==> src/rtl/eqd_pkg.sv <==
package eqd_pkg;
  typedef enum logic [1:0] {
    ST_IDLE = 2'd0,
    ST_DIV  = 2'd1,
    ST_SCAN = 2'd2
  } eqd_state_e;
endpackage

==> src/rtl/eqd_limit_div.sv <==
module eqd_limit_div #(
  parameter int W  = 32,
  parameter int DW = 16
) (
  input  logic          clk_i,
  input  logic          rst_ni,
  input  logic          start_i,
  input  logic [W-1:0]  dividend_i,
  input  logic [DW-1:0] divisor_i,
  output logic          busy_o,
  output logic          done_o,
  output logic [W-1:0]  quot_o
);
  localparam int CW = $clog2(W + 1);

  logic [W-1:0]  num_q, den_q, quo_q;
  logic [W:0]    rem_q, rem_sh;
  logic [CW-1:0] cnt_q;
  logic          busy_q, done_q;

  assign rem_sh = {rem_q[W-1:0], quo_q[W-1]};

  always_ff @(posedge clk_i or negedge rst_ni) begin
    if (!rst_ni) begin
      num_q  <= '0;
      den_q  <= '0;
      quo_q  <= '0;
      rem_q  <= '0;
      cnt_q  <= '0;
      busy_q <= 1'b0;
      done_q <= 1'b0;
    end else begin
      done_q <= 1'b0;
      if (start_i && !busy_q) begin
        num_q  <= dividend_i;
        den_q  <= W'(divisor_i);
        quo_q  <= dividend_i;
        rem_q  <= '0;
        cnt_q  <= CW'(W);
        busy_q <= 1'b1;
      end else if (busy_q) begin
        // restoring step: one quotient bit per cycle
        if (rem_sh >= {1'b0, den_q}) begin
          rem_q <= rem_sh - {1'b0, den_q};
          quo_q <= {quo_q[W-2:0], 1'b1};
        end else begin
          rem_q <= rem_sh;
          quo_q <= {quo_q[W-2:0], 1'b0};
        end
        cnt_q <= cnt_q - 1'b1;
        if (cnt_q == CW'(1)) begin
          busy_q <= 1'b0;
          done_q <= 1'b1;
        end
      end
    end
  end

  assign busy_o = busy_q;
  assign done_o = done_q;
  assign quot_o = quo_q;

  AST_DIV_EXACT: assert property (@(posedge clk_i) disable iff (!rst_ni)
    done_q |-> (({W'(0), quo_q} * {W'(0), den_q}) <= {W'(0), num_q}) &&
               (({W'(0), num_q} - ({W'(0), quo_q} * {W'(0), den_q})) < {W'(0), den_q}));
endmodule

==> src/rtl/eqd_fwd_pipe.sv <==
module eqd_fwd_pipe #(
  parameter int W      = 32,
  parameter int STAGES = 2
) (
  input  logic         clk_i,
  input  logic         rst_ni,
  input  logic         valid_i,
  input  logic [W-1:0] count_i,
  input  logic         flag_i,
  output logic         valid_o,
  output logic [W-1:0] count_o,
  output logic         flag_o
);
  logic         v_q [STAGES];
  logic [W-1:0] c_q [STAGES];
  logic         f_q [STAGES];

  for (genvar s = 0; s < STAGES; s++) begin : g_stage
    logic         v_in;
    logic [W-1:0] c_in;
    logic         f_in;
    if (s == 0) begin : g_head
      assign v_in = valid_i;
      assign c_in = count_i;
      assign f_in = flag_i;
    end else begin : g_body
      assign v_in = v_q[s-1];
      assign c_in = c_q[s-1];
      assign f_in = f_q[s-1];
    end
    always_ff @(posedge clk_i or negedge rst_ni) begin
      if (!rst_ni) begin
        v_q[s] <= 1'b0;
        c_q[s] <= '0;
        f_q[s] <= 1'b0;
      end else begin
        v_q[s] <= v_in;
        c_q[s] <= c_in;
        f_q[s] <= f_in;
      end
    end
  end

  assign valid_o = v_q[STAGES-1];
  assign count_o = c_q[STAGES-1];
  assign flag_o  = f_q[STAGES-1];

  AST_FWD_TIMING: assert property (@(posedge clk_i) disable iff (!rst_ni)
    valid_o |-> $past(valid_i, STAGES));
  AST_FWD_DATA: assert property (@(posedge clk_i) disable iff (!rst_ni)
    valid_o |-> (count_o == $past(count_i, STAGES)) && (flag_o == $past(flag_i, STAGES)));
endmodule

==> src/rtl/eqd_bucket_acc.sv <==
module eqd_bucket_acc #(
  parameter int CW = 32,
  parameter int SW = 32
) (
  input  logic          clk_i,
  input  logic          rst_ni,
  input  logic          clear_i,
  input  logic          mode_i,
  input  logic [SW-1:0] limit_i,
  input  logic          take_i,
  input  logic [CW-1:0] count_i,
  input  logic          flag_i,
  input  logic          end_i,
  output logic          bkt_valid_o,
  output logic [SW-1:0] bkt_sum_o,
  output logic [SW-1:0] bkt_bins_o,
  output logic          done_o
);
  logic [SW-1:0] sum_q, bins_q, sum_add, bins_add;
  logic          mode_q, hit;
  logic          vld_q, flush_q, done_q;
  logic [SW-1:0] osum_q, obins_q;

  assign sum_add  = sum_q + SW'(count_i);
  assign bins_add = bins_q + 1'b1;
  assign hit      = mode_q ? flag_i : (sum_add >= limit_i);

  always_ff @(posedge clk_i or negedge rst_ni) begin
    if (!rst_ni) begin
      sum_q   <= '0;
      bins_q  <= '0;
      mode_q  <= 1'b0;
      vld_q   <= 1'b0;
      flush_q <= 1'b0;
      done_q  <= 1'b0;
      osum_q  <= '0;
      obins_q <= '0;
    end else begin
      vld_q   <= 1'b0;
      flush_q <= 1'b0;
      done_q  <= 1'b0;
      if (clear_i) begin
        sum_q  <= '0;
        bins_q <= '0;
        mode_q <= mode_i;
      end else begin
        if (take_i) begin
          if (hit) begin
            vld_q   <= 1'b1;
            osum_q  <= sum_add;
            obins_q <= bins_add;
            sum_q   <= '0;
            bins_q  <= '0;
          end else begin
            sum_q  <= sum_add;
            bins_q <= bins_add;
          end
        end
        if (end_i) begin
          done_q <= 1'b1;
          sum_q  <= '0;
          bins_q <= '0;
          if (take_i && !hit) begin
            vld_q   <= 1'b1;
            flush_q <= 1'b1;
            osum_q  <= sum_add;
            obins_q <= bins_add;
          end else if (!take_i && bins_q != '0) begin
            vld_q   <= 1'b1;
            flush_q <= 1'b1;
            osum_q  <= sum_q;
            obins_q <= bins_q;
          end
        end
      end
    end
  end

  assign bkt_valid_o = vld_q;
  assign bkt_sum_o   = osum_q;
  assign bkt_bins_o  = obins_q;
  assign done_o      = done_q;

  AST_NO_EMPTY_BUCKET: assert property (@(posedge clk_i) disable iff (!rst_ni)
    vld_q |-> (obins_q != '0));
  AST_THRESH_CLOSE: assert property (@(posedge clk_i) disable iff (!rst_ni)
    (vld_q && !flush_q && !mode_q) |-> (osum_q >= limit_i));
  AST_FLAG_CLOSE: assert property (@(posedge clk_i) disable iff (!rst_ni)
    (vld_q && !flush_q && mode_q) |-> $past(take_i && flag_i));
  AST_DONE_PULSE: assert property (@(posedge clk_i) disable iff (!rst_ni)
    done_q |=> !done_q);
  AST_FLUSH_AT_END: assert property (@(posedge clk_i) disable iff (!rst_ni)
    flush_q |-> done_q);
endmodule

==> src/rtl/eqd_hist_builder.sv <==
module eqd_hist_builder #(
  parameter int CNT_W      = 32,
  parameter int BKT_W      = 16,
  parameter int FWD_STAGES = 2
) (
  input  logic             clk_i,
  input  logic             rst_ni,
  input  logic             cfg_start_i,
  input  logic [BKT_W-1:0] cfg_buckets_i,
  input  logic [CNT_W-1:0] cfg_total_i,
  input  logic             cfg_flag_mode_i,
  output logic             ready_o,
  input  logic             bin_valid_i,
  input  logic [CNT_W-1:0] bin_count_i,
  input  logic             bin_flag_i,
  input  logic             scan_end_i,
  output logic             fwd_valid_o,
  output logic [CNT_W-1:0] fwd_count_o,
  output logic             fwd_flag_o,
  output logic             bkt_valid_o,
  output logic [CNT_W-1:0] bkt_sum_o,
  output logic [CNT_W-1:0] bkt_bins_o,
  output logic             done_o
);
  import eqd_pkg::*;

  eqd_state_e       state_q;
  logic             start_ok, take, end_ok;
  logic             div_busy, div_done;
  logic [CNT_W-1:0] div_quot, limit_q;
  logic [BKT_W-1:0] buckets_eff;

  assign start_ok    = cfg_start_i && (state_q == ST_IDLE);
  assign ready_o     = (state_q == ST_SCAN);
  assign take        = bin_valid_i && ready_o;
  assign end_ok      = scan_end_i && ready_o;
  assign buckets_eff = (cfg_buckets_i == '0) ? BKT_W'(1) : cfg_buckets_i;

  always_ff @(posedge clk_i or negedge rst_ni) begin
    if (!rst_ni) begin
      state_q <= ST_IDLE;
      limit_q <= '0;
    end else begin
      unique case (state_q)
        ST_IDLE: if (start_ok) state_q <= ST_DIV;
        ST_DIV: if (div_done) begin
          limit_q <= div_quot;
          state_q <= ST_SCAN;
        end
        ST_SCAN: if (end_ok) state_q <= ST_IDLE;
        default: state_q <= ST_IDLE;
      endcase
    end
  end

  eqd_limit_div #(.W(CNT_W), .DW(BKT_W)) u_div (
    .clk_i     (clk_i),
    .rst_ni    (rst_ni),
    .start_i   (start_ok),
    .dividend_i(cfg_total_i),
    .divisor_i (buckets_eff),
    .busy_o    (div_busy),
    .done_o    (div_done),
    .quot_o    (div_quot)
  );

  eqd_fwd_pipe #(.W(CNT_W), .STAGES(FWD_STAGES)) u_fwd (
    .clk_i  (clk_i),
    .rst_ni (rst_ni),
    .valid_i(take),
    .count_i(bin_count_i),
    .flag_i (bin_flag_i),
    .valid_o(fwd_valid_o),
    .count_o(fwd_count_o),
    .flag_o (fwd_flag_o)
  );

  eqd_bucket_acc #(.CW(CNT_W), .SW(CNT_W)) u_acc (
    .clk_i      (clk_i),
    .rst_ni     (rst_ni),
    .clear_i    (start_ok),
    .mode_i     (cfg_flag_mode_i),
    .limit_i    (limit_q),
    .take_i     (take),
    .count_i    (bin_count_i),
    .flag_i     (bin_flag_i),
    .end_i      (end_ok),
    .bkt_valid_o(bkt_valid_o),
    .bkt_sum_o  (bkt_sum_o),
    .bkt_bins_o (bkt_bins_o),
    .done_o     (done_o)
  );

  AST_READY_NOT_DIV: assert property (@(posedge clk_i) disable iff (!rst_ni)
    ready_o |-> !div_busy);
  AST_LIMIT_HELD: assert property (@(posedge clk_i) disable iff (!rst_ni)
    (ready_o && $past(ready_o)) |-> $stable(limit_q));
  AST_READY_HOLDS: assert property (@(posedge clk_i) disable iff (!rst_ni)
    (ready_o && !scan_end_i) |=> ready_o);
endmodule

==> config.mk <==
export PLATFORM = sky130hd
export DESIGN_NAME = eqd_hist_builder
export DESIGN_NICKNAME = d
export VERILOG_FILES = /design/src/rtl/eqd_pkg.sv /design/src/rtl/eqd_limit_div.sv /design/src/rtl/eqd_fwd_pipe.sv /design/src/rtl/eqd_bucket_acc.sv /design/src/rtl/eqd_hist_builder.sv
export SDC_FILE = /design/constraint.sdc
export NUM_CORES = 1
export LEC_CHECK = 0
export BUFFER_PORTS_ARGS = -buffer_cell sky130_fd_sc_hd__buf_2
export CAP_MARGIN = 20
export CORE_AREA = 2 2 219 329
export CTS_BUF_LIST = sky130_fd_sc_hd__clkbuf_4 sky130_fd_sc_hd__clkbuf_8 sky130_fd_sc_hd__clkbuf_16
export CTS_CLUSTER_DIAMETER = 120
export DETAILED_ROUTE_END_ITERATION = 7
export DIE_AREA = 0 0 221 331
export PLACE_DENSITY = 0.5
export SLEW_MARGIN = 20
export SYNTH_ARGS = -nofsm -noshare
export SYNTH_HDL_FRONTEND = slang
export SYNTH_HIERARCHICAL = 1
export SYNTH_SLANG_ARGS = --single-unit
==> constraint.sdc <==
create_clock -name clk_i -period 14.1 [get_ports clk_i]
set_clock_uncertainty 0.15 [all_clocks]
set_input_delay 0.705 -clock clk_i [delete_from_list [all_inputs] [get_ports clk_i]]
set_output_delay 0.705 -clock clk_i [all_outputs]
set_load 0.05 [all_outputs]
==> results_dict.tcl <==
set metrics [dict create \
    finalNonFillerCells 2850 \
    io_pins 188 \
    pwr-share-clk_pct 28.1 \
    place_area_um2 19300 \
    via_per_inst 5.13 \
    r2r_cells 20 \
    critical_path_required_ns 14.42 \
    insertion_delay_ns 0.57 \
    synth_top_area_share_pct 45.9 \
    final_cell_mix "320 x dfrtp_1, 186 x buf_2, 160 x nand2_1" \
    ctsHtreeMaxLevel 2 \
    num_vias 14600 \
    synthFlopType "dfrtp_1" \
    syn_to_final_growth_pct 17.9 \
    cts_tree "done" \
    async_flop_share_pct 100 \
    synthCells 1795 \
    drt_pre_antenna_iters 7 \
    antenna_found_initial 3 \
    period_share_pct 46.9 \
    place_ws_ns 7.16 \
    layout_commonest_cell "dfrtp_1" \
    p_sw_mw 1.51 \
    gr-usage-all-layers_pct 15.5 \
    diodes 0 \
    p_int_mw 2.38 \
    holdWs_ns 0.0543 \
    drt_wl_total_mm 57.2 \
    cp.arrival_ns 6.94 \
    power_mw 3.88 \
    setup_slack_ns 7.49 \
    worst_pin_slew_ns 1.05 \
    netSwitchingFraction_pct 38.8 \
    p_per_area_nw_per_um2 188 \
    synth_area_um2 17500 \
    ctsHoldBuffers 0 \
    fin_area_um2 20600 \
    crit_type "flop to flop" \
    clock_sinks 321 \
    timing.fmax_mhz 151 \
    grt.overflow.total 0 \
    grt_start_max_net_pins 157 \
    nFillCells 7313 \
    ctsLongestPathBuffers 3 \
    synth-edff-count 0 \
    rsz0062_at_grt "false" \
    die_area_um2 73200 \
    multi_input_area_um2 8680 \
    grt_pass1_vias 14700 \
    path_clk_slew_ns 0.06 \
    cts_buffers 38 \
    final_nets 2090 \
    register_area_um2 8030 \
    syn_avg_cell_area_um2 9.75 \
    drc 0 \
    fp.coreArea_um2 70100 \
    cp_slowest_cell "inv_2" \
    regToRegStartpoint "u_acc/sum_q[0]" \
    antenna_left 0 \
    hold_viol_final 0 \
    yosysTopAreaCell "dfrtp_1" \
    io_buffers 187 \
    yosys_warnings 6 \
    ir_drop_v 0.000113 \
    grt_pass1_wl_mm 88.7 \
    combPwrFrac_pct 38.1 \
    path_cells "ha_1 -> fa_1 -> a211oi_1 -> o21a_1 -> nor3_1 -> and2_4 -> a211o_1 -> a21o_1 -> a221o_1 -> xor2_1 -> ha_1 -> nand4_1 -> nor3_1 -> o2111ai_1 -> o21ai_0 -> o21ai_2 -> a21o_1 -> inv_2 -> nor2_1 -> a311oi_1" \
    critPathCaptureType "flop" \
    fin_util_pct 29.4 \
    initial_core_util_pct 24.9 \
    worst_r2r_endpoint "u_acc/bkt_bins_o[8]" \
    ys_ff_latch 321 \
    gp_congestion 0.908 \
    num_rows 119 \
    routedWlPerCell_um 20.1 \
    cts-root-buf "clkbuf_16" \
    synth_nets 1967 \
    drt-initial-drc-count 1037 \
    slew_headroom_pct 30.1 \
    die_w_um 221 \
    drive_above_1_share_pct 17.5 \
    die_y_um 331 \
    seqPwrFrac_pct 33.7 \
    slowest_delay_ns 0.72 \
    hold_class "primary input to async pin" \
    cts_resized 0 \
    layout_min_cycle_time_ns 6.61 \
    setup_viol 0 \
    ff2ff_setup_slack_ns 7.49 \
    cap_viol_max_count 0 \
    worst_setup_path_start_kind "flop" \
    synth_cell_types 86 \
    maxSlewViolCount 0 \
    dp_hpwl_mm 41.1 \
    seq_area_frac_synth_pct 45.9 \
    post_cts_buffers 0 \
    p_leak_nw 9.22 \
    cp_max_fo 36 \
    fin_setup_tns_ns 0 \
    ys_top_cells_by_area "dfrtp_1 46%, ha_1 5.9%, o21ai_0 4.5%" \
    status "finished clean" \
    place_inst 2785 \
]
sequential cells by signal, summed over array words and instances, names as in the netlist, 2 cells and up:
name	cells
limit_q	32
state_q	2
u_acc/bins_q	32
u_acc/bkt_bins_o	32
u_acc/bkt_sum_o	32
u_acc/sum_q	32
u_div/cnt_q	6
u_div/den_q	16
u_div/quot_o	32
u_div/rem_q	32
u_fwd/count_o	32
u_fwd/g_stage.c_in	32
layout make-up:
class	instances	share of cell area [%]
inverters	82	1.49
flip-flops and latches	321	39.0
well taps	907	5.50
multi-input cells	1271	42.1
repair buffers	204	5.33
clock inverters	16	1.40
clock buffers	49	5.25
power by group through the flow:
stage	clock, mW	sequential [mW]	combinational [mW]
finish	1.09	1.31	1.48
global route	1.16	1.34	1.65
CTS	1.13	1.31	1.49
detailed placement	0	1.33	1.48
global placement	0	1.32	1.46
floorplan	0	1.40	0.981
kinds of logic after synthesis:
group                      after synthesis  synth area share, %
AOI/OAI and AO/OA                      559                 21.5
xor gates and xnor gates                56                 2.80
DFF                                    321                 45.9
muxes                                   79                 5.40
adders and majority gates               85                 6.17
and+or+nand+nor                        492                 13.6
buffers and inverters                  203                 4.59
synthesized netlist by cell type, types with 5 or more instances:
library cell    n
o2111ai_1       6
o32a_1          5
mux2_2          7
nor3_1         45
and2_1          5
a311oi_1        5
nor3b_1         5
a221o_1         6
a211oi_1       21
or2_2           6
nand3_1        54
o211ai_1       12
ha_1           83
inv_1          81
o21a_1         18
xnor2_1        33
o22a_1         26
or3_1          10
nor4_1         15
dfrtp_1       321
o31a_1         10
a21o_1         25
o21ai_0       158
nand2b_1       15
o31ai_1        28
o221ai_1        6
nor2_1        101
nor2b_1         9
buf_2           6
xor2_1         23
a22oi_1        13
nand4_1        20
a2111oi_0       5
a31oi_1        13
a21oi_1        92
o21ai_1        17
mux2i_1        43
a22o_1         35
mux2_4         29
buf_1           7
a211o_1         5
nand2_1       160
and3_1         23
clkbuf_1      103
o22ai_1         8
worst max-delay path by stage:
stage / endpoint / from / slack [ns]
after floorplan: u_acc/bins_q[17] / bin_count_i[0] / 8.74
after global placement: u_acc/bkt_bins_o[8] / bin_count_i[14] / 7.13
after detailed placement: u_acc/bkt_bins_o[8] / bin_count_i[14] / 7.16
after CTS: u_acc/bkt_bins_o[8] / u_acc/sum_q[14] / 7.60
after global routing: u_acc/bkt_bins_o[17] / u_acc/sum_q[14] / 7.13
final: u_acc/bkt_bins_o[8] / u_acc/sum_q[0] / 7.49
worst max-delay path: cells and delay by family (launching register included):
| kind | cells | cell delay (ns) |
|---|---|---|
| simple gates | 5 | 0.90 |
| compound gates | 10 | 3.02 |
| buf+inv | 1 | 0.72 |
| xor+xnor | 1 | 0.39 |
| flops | 1 | 0.41 |
| fa+ha+maj | 3 | 0.88 |
per-layer routing:
layer	global-route usage (%)	part of all wire, %	wire, µm
met1	18.2	40	23000
met2	28.3	52	29500
met3	2.40	4.6	2630
met4	5.91	3.5	1980
met5	0	0.047	27
Note: power is estimated with default switching activity, not from simulation.
